===== config.mk =====
export PLATFORM = sky130hd
export DESIGN_NAME = pwm_pair_outstage
export DESIGN_NICKNAME = d
export VERILOG_FILES = /design/src/rtl/pwmps_pkg.sv /design/src/rtl/pwmps_settle.sv /design/src/rtl/pwmps_orient_shadow.sv /design/src/rtl/pwmps_pair_drive.sv /design/src/rtl/pwm_pair_outstage.sv
export SDC_FILE = /design/constraint.sdc
export NUM_CORES = 1
export LEC_CHECK = 0
export BUFFER_PORTS_ARGS = -buffer_cell sky130_fd_sc_hd__buf_2
export CORE_MARGIN = 8
export CORE_UTILIZATION = 39
export CTS_CLUSTER_SIZE = 20
export DETAILED_ROUTE_END_ITERATION = 8
export MAX_ROUTING_LAYER = met4
export PLACE_DENSITY = 0.7
export SYNTH_ARGS = -nofsm -noshare
export SYNTH_HDL_FRONTEND = slang
export SYNTH_HIERARCHICAL = 1
export SYNTH_SLANG_ARGS = --single-unit

===== constraint.sdc =====
create_clock -name clk -period 1.3 [get_ports clk]
set_input_delay 0.26 -clock clk [delete_from_list [all_inputs] [get_ports clk]]
set_output_delay 0.26 -clock clk [all_outputs]
set_load 0.03 [all_outputs]

===== src/rtl/pwmps_pkg.sv =====
package pwmps_pkg;

  // Which raw activity a pin follows: orientation 0 keeps the natural order.
  function automatic logic pick_side(input logic orient, input logic lead, input logic trail);
    return orient ? trail : lead;
  endfunction

  // Pin value: idle level when not running, otherwise activity flips the idle level.
  function automatic logic pin_level(input logic running, input logic act, input logic idle);
    return running ? (act ^ idle) : idle;
  endfunction

endpackage


===== src/rtl/pwmps_settle.sv =====
module pwmps_settle #(
  parameter int unsigned SETTLE_CYC = 4
) (
  input  logic clk,
  input  logic rst_n,
  output logic settled
);
  localparam int unsigned CW = $clog2(SETTLE_CYC + 1);
  localparam logic [CW-1:0] LIMIT = CW'(SETTLE_CYC);

  logic [CW-1:0] cnt_q;

  always_ff @(posedge clk or negedge rst_n) begin
    if (!rst_n)
      cnt_q <= '0;
    else if (cnt_q != LIMIT)
      cnt_q <= cnt_q + 1'b1;
  end

  assign settled = (cnt_q == LIMIT);
endmodule


===== src/rtl/pwmps_orient_shadow.sv =====
module pwmps_orient_shadow #(
  parameter int unsigned N_PAIRS = 3
) (
  input  logic               clk,
  input  logic               rst_n,
  input  logic               comp_mode,
  input  logic               reload_pulse,
  input  logic               dbdone_pulse,
  input  logic [N_PAIRS-1:0] orient_req,
  output logic [N_PAIRS-1:0] orient_eff
);
  logic [N_PAIRS-1:0] eff_q, held_q;
  logic               pend_q;
  logic               direct_load, deferred_load, capture;

  assign direct_load   = reload_pulse && !comp_mode;
  assign deferred_load = dbdone_pulse && pend_q;
  assign capture       = reload_pulse && comp_mode;

  always_ff @(posedge clk or negedge rst_n) begin
    if (!rst_n) begin
      eff_q  <= '0;
      held_q <= '0;
      pend_q <= 1'b0;
    end else begin
      if (direct_load)
        eff_q <= orient_req;
      else if (deferred_load)
        eff_q <= held_q;

      if (capture) begin
        held_q <= orient_req;
        pend_q <= 1'b1;
      end else if (deferred_load || !comp_mode) begin
        pend_q <= 1'b0;
      end
    end
  end

  assign orient_eff = eff_q;
endmodule


===== src/rtl/pwmps_pair_drive.sv =====
module pwmps_pair_drive
  import pwmps_pkg::*;
(
  input  logic orient,
  input  logic lead_act,
  input  logic trail_act,
  input  logic run,
  input  logic settled,
  input  logic en,
  input  logic idle_hi,
  input  logic idle_lo,
  output logic pin_hi,
  output logic pin_lo,
  output logic oe_hi,
  output logic oe_lo
);
  logic running, act_hi, act_lo;

  assign running = run && settled;
  assign act_hi  = pick_side(orient, lead_act, trail_act);
  assign act_lo  = pick_side(orient, trail_act, lead_act);

  assign pin_hi = pin_level(running, act_hi, idle_hi);
  assign pin_lo = pin_level(running, act_lo, idle_lo);
  assign oe_hi  = en && settled;
  assign oe_lo  = en && settled;
endmodule


===== src/rtl/pwm_pair_outstage.sv =====
module pwm_pair_outstage #(
  parameter int unsigned N_PAIRS    = 3,
  parameter int unsigned SETTLE_CYC = 4
) (
  input  logic               clk,
  input  logic               rst_n,
  input  logic [N_PAIRS-1:0] pair_en,
  input  logic               idle_lvl_hi,
  input  logic               idle_lvl_lo,
  input  logic [N_PAIRS-1:0] orient_req,
  input  logic               comp_mode,
  input  logic               reload_pulse,
  input  logic               dbdone_pulse,
  input  logic [N_PAIRS-1:0] run,
  input  logic [N_PAIRS-1:0] first_act,
  input  logic [N_PAIRS-1:0] second_act,
  output logic [N_PAIRS-1:0] pin_hi,
  output logic [N_PAIRS-1:0] pin_lo,
  output logic [N_PAIRS-1:0] oe_hi,
  output logic [N_PAIRS-1:0] oe_lo
);
  logic               settled;
  logic [N_PAIRS-1:0] orient_eff;

  pwmps_settle #(.SETTLE_CYC(SETTLE_CYC)) u_settle (
    .clk     (clk),
    .rst_n   (rst_n),
    .settled (settled)
  );

  pwmps_orient_shadow #(.N_PAIRS(N_PAIRS)) u_shadow (
    .clk          (clk),
    .rst_n        (rst_n),
    .comp_mode    (comp_mode),
    .reload_pulse (reload_pulse),
    .dbdone_pulse (dbdone_pulse),
    .orient_req   (orient_req),
    .orient_eff   (orient_eff)
  );

  for (genvar p = 0; p < N_PAIRS; p++) begin : g_pair
    pwmps_pair_drive u_drive (
      .orient    (orient_eff[p]),
      .lead_act  (first_act[p]),
      .trail_act (second_act[p]),
      .run       (run[p]),
      .settled   (settled),
      .en        (pair_en[p]),
      .idle_hi   (idle_lvl_hi),
      .idle_lo   (idle_lvl_lo),
      .pin_hi    (pin_hi[p]),
      .pin_lo    (pin_lo[p]),
      .oe_hi     (oe_hi[p]),
      .oe_lo     (oe_lo[p])
    );
  end
endmodule


==> results of run 1 <==
==> critical path, delay by kind of cell, from the launching register on <==
kind / cells / cell delay, ns
buffers and inverters: 3 / 0.29
XOR/XNOR: 1 / 0.16
AND/OR/NAND/NOR: 3 / 0.27
flip-flops: 1 / 0.39
adder cells (fa/ha/maj): 1 / 0.14
==> per-layer routing <==
layer	vias to the layer above	routed length, um
met3	2	161
li1	309	-
met1	273	644
met4	0	13
met2	26	960
met5	-	0
==> repair_timing <==
action | CTS | global route
endpoints found under the setup margin | 12 | 13
endpoints found under the hold margin | 10 | 0
setup buffers | 1 | 2
hold buffers | 1 | 0
gates resized for setup | 28 | 0
pin swaps | 0 | 6
==> how the worst min path moves through the flow <==
stage	slack, ns	end	from	cells past startpoint
floorplan	-0.04	u_settle/cnt_q[0]	rst_n	0
global placement	0.13	u_shadow/orient_eff[1]	rst_n	1
detailed placement	0.14	u_shadow/orient_eff[2]	rst_n	1
CTS	0.21	u_shadow/held_q[1]	orient_req[1]	2
global route	0.21	u_shadow/held_q[1]	orient_req[1]	2
finish	0.22	u_shadow/held_q[2]	orient_req[2]	2
==> power by group <==
group          internal, mW  switching [mW]  leakage [nW]  total (mW)
Clock                 0.170           0.104        0.0210       0.274
Sequential            0.341          0.0277         0.119       0.369
Combinational         0.204           0.212         0.429       0.416
Total                 0.715           0.345         0.569        1.06
==> cell type report <==
| cell class | instances | share of cell area (%) |
|---|---|---|
| Sequential cell | 10 | 20.3 |
| Inverter | 3 | 1.32 |
| Timing Repair Buffer | 43 | 26.1 |
| Multi-Input combinational cell | 51 | 47.6 |
| Clock buffer | 4 | 2.94 |
| Tap cell | 17 | 1.73 |
==> state kept, by name, indices dropped and copies added, names as in the netlist <==
register and cells:
u_settle/cnt_q 3, u_shadow/held_q 3, u_shadow/orient_eff 3, u_shadow/pend_q 1
==> cells by family after synthesis <==
| family | count (synthesis) | synth area share [%] |
|---|---|---|
| simple gates | 24 | 18.8 |
| mux | 10 | 16.4 |
| flops | 10 | 37.6 |
| compound gates | 8 | 9.21 |
| xor+xnor | 7 | 9.21 |
| buf+inv | 6 | 5.07 |
| fa+ha+maj | 2 | 3.76 |
==> cells in the final DEF, fill, tap and decap left out, types with 4 or more instances in the layout <==
cell,count
buf_2,21
buf_6,13
dfrtp_1,10
buf_4,8
mux2i_1,6
nor2_4,6
xor2_4,6
nand2_4,4
==> stage by stage <==
stage                     setup slack, ns  setup TNS, ns  util (%)  cell area [sq um]
after global routing               -0.565          -6.14      73.8               1230
after floorplan                    -0.155          -1.33         -                872
after CTS                          -0.493          -5.26      72.9               1220
final                              -0.487          -5.15      73.8               1230
after global placement             -0.219          -1.98      64.7               1080
after detailed placement           -0.240          -2.23      64.7               1080
==> impl_metrics.yaml, run 1 <==
synth:
  synth_cell_types: 21
  ys_top_cells_by_area: "dfrtp_1 (38%), mux2i_1 (9.0%), xor2_1 (7.9%)"
  async_flop_share_pct: 100
  synth_top_cell_area_share_pct: 37.6
  ys_seq_area_share_pct: 37.6
  synth_edf_count: 0
  synthCells: 67
  syn_area_sq_um: 666
  synth_area_leader_cell: "dfrtp_1"
  ys.warnings.count: 6
  synth_common_cells: "dfrtp_1 (10), nor2_1 (7), mux2i_1 (6), xor2_1 (6)"
  synth_ff_type: "dfrtp_1"
  ys_ff_latch: 10
  synth_nets: 91
  synth_most_common_cell: "dfrtp_1"
  avgSynthCellArea_sq_um: 9.93
route:
  wl_per_cell_um: 13.9
  totalWireLength_mm: 1.78
  vias: 610
  vias_per_cell: 4.77
  drt_iter0_drc: 3
  antenna_left: 0
  remaining_drc_errors: 0
  dr.pass1.iters: 6
placed_design:
  portBuffers: 33
  routabilityCongestion: 0.694
  dp_hpwl_mm: 1.43
  placed_cells: 120
cells_and_area:
  multi_input_area_sq_um: 587
  area_delta_synth_final_pct: 85.2
  fin_nets: 136
  drive_gt1_share_pct: 66.7
  instances_no_fill: 128
  num-fill-cells: 122
  antenna_cells: 0
  seq_area_sq_um: 250
critical_path:
  crit_top_cell: "nand2_4"
  cp.required_ns: 1.04
  crit_chain: "inv_2, ha_4, nand2_4, inv_6, nand2_4, nor2_4, xor2_4, buf_6"
  critPathMaxStageDelay_ns: 0.39
  cp_max_fo: 4
  setup.worst_path.start: "u_settle/cnt_q[1]"
  crit_type: "reg2out"
  cp-start-kind: "flip-flop"
  reg2reg_from: "u_settle/cnt_q[1]"
  cp_slowest_cell: "dfrtp_1"
  endpoint_kind: "output port"
  r2r_setup_slack_ns: -0.12
  reg2reg_depth: 7
  arrival_ns: 1.53
  cp-endpoint: "pin_lo[0]"
  r2r-end: "u_settle/cnt_q[1]"
floorplan:
  ios: 34
  die_x_um: 57.3
  dieArea_sq_um: 3290
  chipHeight_um: 57.3
  coreArea_sq_um: 1670
  row_count: 15
  start_util_pct: 39.9
pwr:
  power.total_mw: 1.06
  irDropWorstVdd_v: 0.000578
  p_leak_nw: 0.569
  powerDensity_nw_per_um2: 860
timing:
  final.min_clock_period_ns: 1.79
  rsz0062_at_grt: "true"
  fmax_mhz: 560
  maxSlewViolCount: 0
  whs_ns: 0.220
  fin_crit_sh_pct: 137
  layout_setup_ws_ns: -0.487
  tightest_slew_ns: 0.278
  hold_viol: 0
  skew_ns: 0.00438
  slew_headroom_pct: 81.0
  setup_violations: 13
clock_network:
  cts_tree: "built"
  htree_levels: 1
  cts_root_buffer: "clkbuf_4"
  cts_max_path_buffers: 2
  clock-sinks: 10
  clk_latency_ns: 0.26
  clk_pin_slew_ns: 0.07
  cts_buffers: 3
grt:
  antenna_found_initial: 0
  grt_overflow: 0
  gr-usage-all-layers_pct: 11.8
  grt_pass1_wl_mm: 2.95
  grt_pass1_vias: 686
  use_met2_pct: 21.6
  grt_busiest_layer: "met2"
  grt_max_degree: 11
  grt_util_met1_pct: 11.0
  gr-usage-met3_pct: 2.91
worst_hold_path:
  hp-class: "in2reg"
job:
  maxCapViolations: 0
outcome:
  violations: "negative setup slack"
  outcome: "finished with violations"
No activity file was read; power rests on OpenSTA's default activity.
==> inputs of run 2 (changes only) <==
- CORE_UTILIZATION: 39 -> 47
- PLACE_DENSITY: 0.7 -> 0.79
- RECOVER_POWER: default -> 100
- clock period: 1.3 -> 2.1 ns (I/O delays scaled with it)
==> run 2 against run 1 <==
Net effect: the flow now finishes without violations; clock skew decreased by 0.0039 ns; flip-flop and latch count unchanged; combinational power decreased by 56%; wire length decreased by 12%; worst hold slack got worse by 0.11 ns; die area decreased by 12%; critical path depth unchanged; via count decreased by 4.3%; core utilization decreased by 4.3 points; global-route usage decreased by 1.3 points; sequential share of layout area increased by 7.0 points; setup slack improved by 0.60 ns; largest cell class unchanged; largest power group is now registers.
==> impl_metrics.yaml, run 2 (synthesized netlist as in run 1, its figures left out) <==
cells_and_area:
  num-fill-cells: 117
  fin_nets: 128
  final_common_cell: "buf_2"
  area_delta_synth_final_pct: 37.6
  antenna_cells: 0
  post-route-util_pct: 69.5
  drive_gt1_share_pct: 47.6
  final_cell_mix: "buf_2 (25), dfrtp_1 (10), buf_4 (7)"
  final_area_sq_um: 916
timing:
  layout_setup_ws_ns: 0.110
  hold_viol: 0
  final.min_clock_period_ns: 1.99
  slew_headroom_pct: 65.1
  maxSlewViolCount: 0
  skew_ns: 0.000448
  fmax_mhz: 503
  fin_crit_sh_pct: 94.7
  tightest_slew_ns: 0.523
  setup_violations: 0
grt:
  grt_max_degree: 11
  antenna_found_initial: 0
  grt_overflow: 0
  grt_pass1_wl_mm: 2.26
  gr-usage-all-layers_pct: 10.5
  grt_pass1_vias: 562
clock_network:
  htree_levels: 1
  clk_pin_slew_ns: 0.06
  cts_buffers: 3
  clk_latency_ns: 0.25
  cts_root_buffer: "clkbuf_4"
  clock-sinks: 10
  cts_max_path_buffers: 2
  cts_tree: "built"
  cts_hold_buf: 0
placed_design:
  portBuffers: 33
  routabilityCongestion: 0.782
  dpl_cell_area_sq_um: 827
  dp_hpwl_mm: 1.25
  dp_slack_ns: 0.204
floorplan:
  die_x_um: 53.6
  coreArea_sq_um: 1320
  row_count: 13
  chipHeight_um: 53.6
  start_util_pct: 50.5
  ios: 34
  dieArea_sq_um: 2880
critical_path:
  cp_slowest_cell: "dfrtp_1"
  critPathMaxStageDelay_ns: 0.40
  crit_type: "reg2out"
  cp-start-kind: "flip-flop"
  cp_max_fo: 6
  cp.required_ns: 1.68
  cp.buffers_inverters: 3
  crit_family: "flip-flops"
  arrival_ns: 1.57
  crit_chain: "inv_2, ha_4, nand2_4, inv_4, nand2_1, nor2_2, xor2_1, buf_4"
  endpoint_kind: "output port"
route:
  remaining_drc_errors: 0
  dr.pass1.iters: 3
  vias: 584
  drt_iter0_drc: 6
  vias_per_cell: 4.95
  wl_per_cell_um: 13.4
  antenna_left: 0
  totalWireLength_mm: 1.58
pwr:
  power.total_mw: 0.572
  p_leak_nw: 0.471
  irDropWorstVdd_v: 0.000352
  powerDensity_nw_per_um2: 625
job:
  maxCapViolations: 0
outcome:
  outcome: "completed"
worst_hold_path:
  hp-class: "in2async"
-- run 2: cell count changes in the layout (fill, tap and decap cells not counted), moves of 4 or more --
cell	before	now
buf_6	13	0
nor2_4	6	0
xor2_1	0	6
xor2_4	6	0
buf_2	21	25
nor2_1	1	5
-- run 2: final timing paths --
path / startpoint / slack [ns] / to / cells after the start
min in group clk: orient_req[2] / 0.39 / u_shadow/held_q[2] / 2
hold reg to reg: u_shadow/held_q[0] / 0.49 / u_shadow/held_q[0] / 1
max in group asynchronous: rst_n / 1.64 / u_shadow/held_q[0] / 1
setup reg to reg: u_settle/cnt_q[1] / 0.99 / u_settle/cnt_q[1] / 4
setup / recovery: u_settle/cnt_q[1] / 0.11 / pin_hi[2] / 8
hold / removal: rst_n / 0.11 / u_shadow/held_q[1] / 1
-- run 2: power by group --
part / total (mW) / internal (mW) / switching (mW)
logic: 0.181 / 0.0829 / 0.0982
registers: 0.228 / 0.211 / 0.0166
clock network: 0.163 / 0.105 / 0.0581
-- run 2: what timing repair did --
item / 4_1_cts / 5_1_grt
setup buffers: 0 / 2
pin swaps: 0 / 10
resized for setup: 3 / 17
setup endpoints to repair: 6 / 6
-- run 2: layout make-up --
cell class	count	area [sq um]	area share [%]
repair buffers	35	193	21.0
multi-input cells	51	404	44.1
flip-flops and latches	10	250	27.3
clock buffers	4	36.3	3.96
well taps	15	18.8	2.05
inverters	3	13.8	1.50
-- run 2: layer usage --
layer,share of wire [%],track usage [%],wire [um],up-vias
met2,47,16.6,735,28
met5,0,-,0,-
li1,-,-,-,297
met1,39,12.4,608,259
met3,15,2.75,231,0
met4,0,3.78,0,0
-- run 2: per-stage QoR --
| stage | setup TNS [ns] | std cells | hold slack [ns] |
|---|---|---|---|
| 2_1_floorplan | 0 | 67 | 0.124 |
| 3_3_place_gp | 0 | 112 | 0.291 |
| 3_5_place_dp | 0 | 112 | 0.291 |
| 4_1_cts | -0.00244 | 116 | 0.0167 |
| 5_1_grt | -0.0182 | 118 | 0.148 |
| 6_report | 0 | 118 | 0.112 |
-- run 2: worst register-to-register path, cell delays in order (launching register included) --
cell and delay [ns]:
dfrtp_1 0.40, inv_2 0.08, ha_4 0.15, nand2_4 0.07, mux2_4 0.31
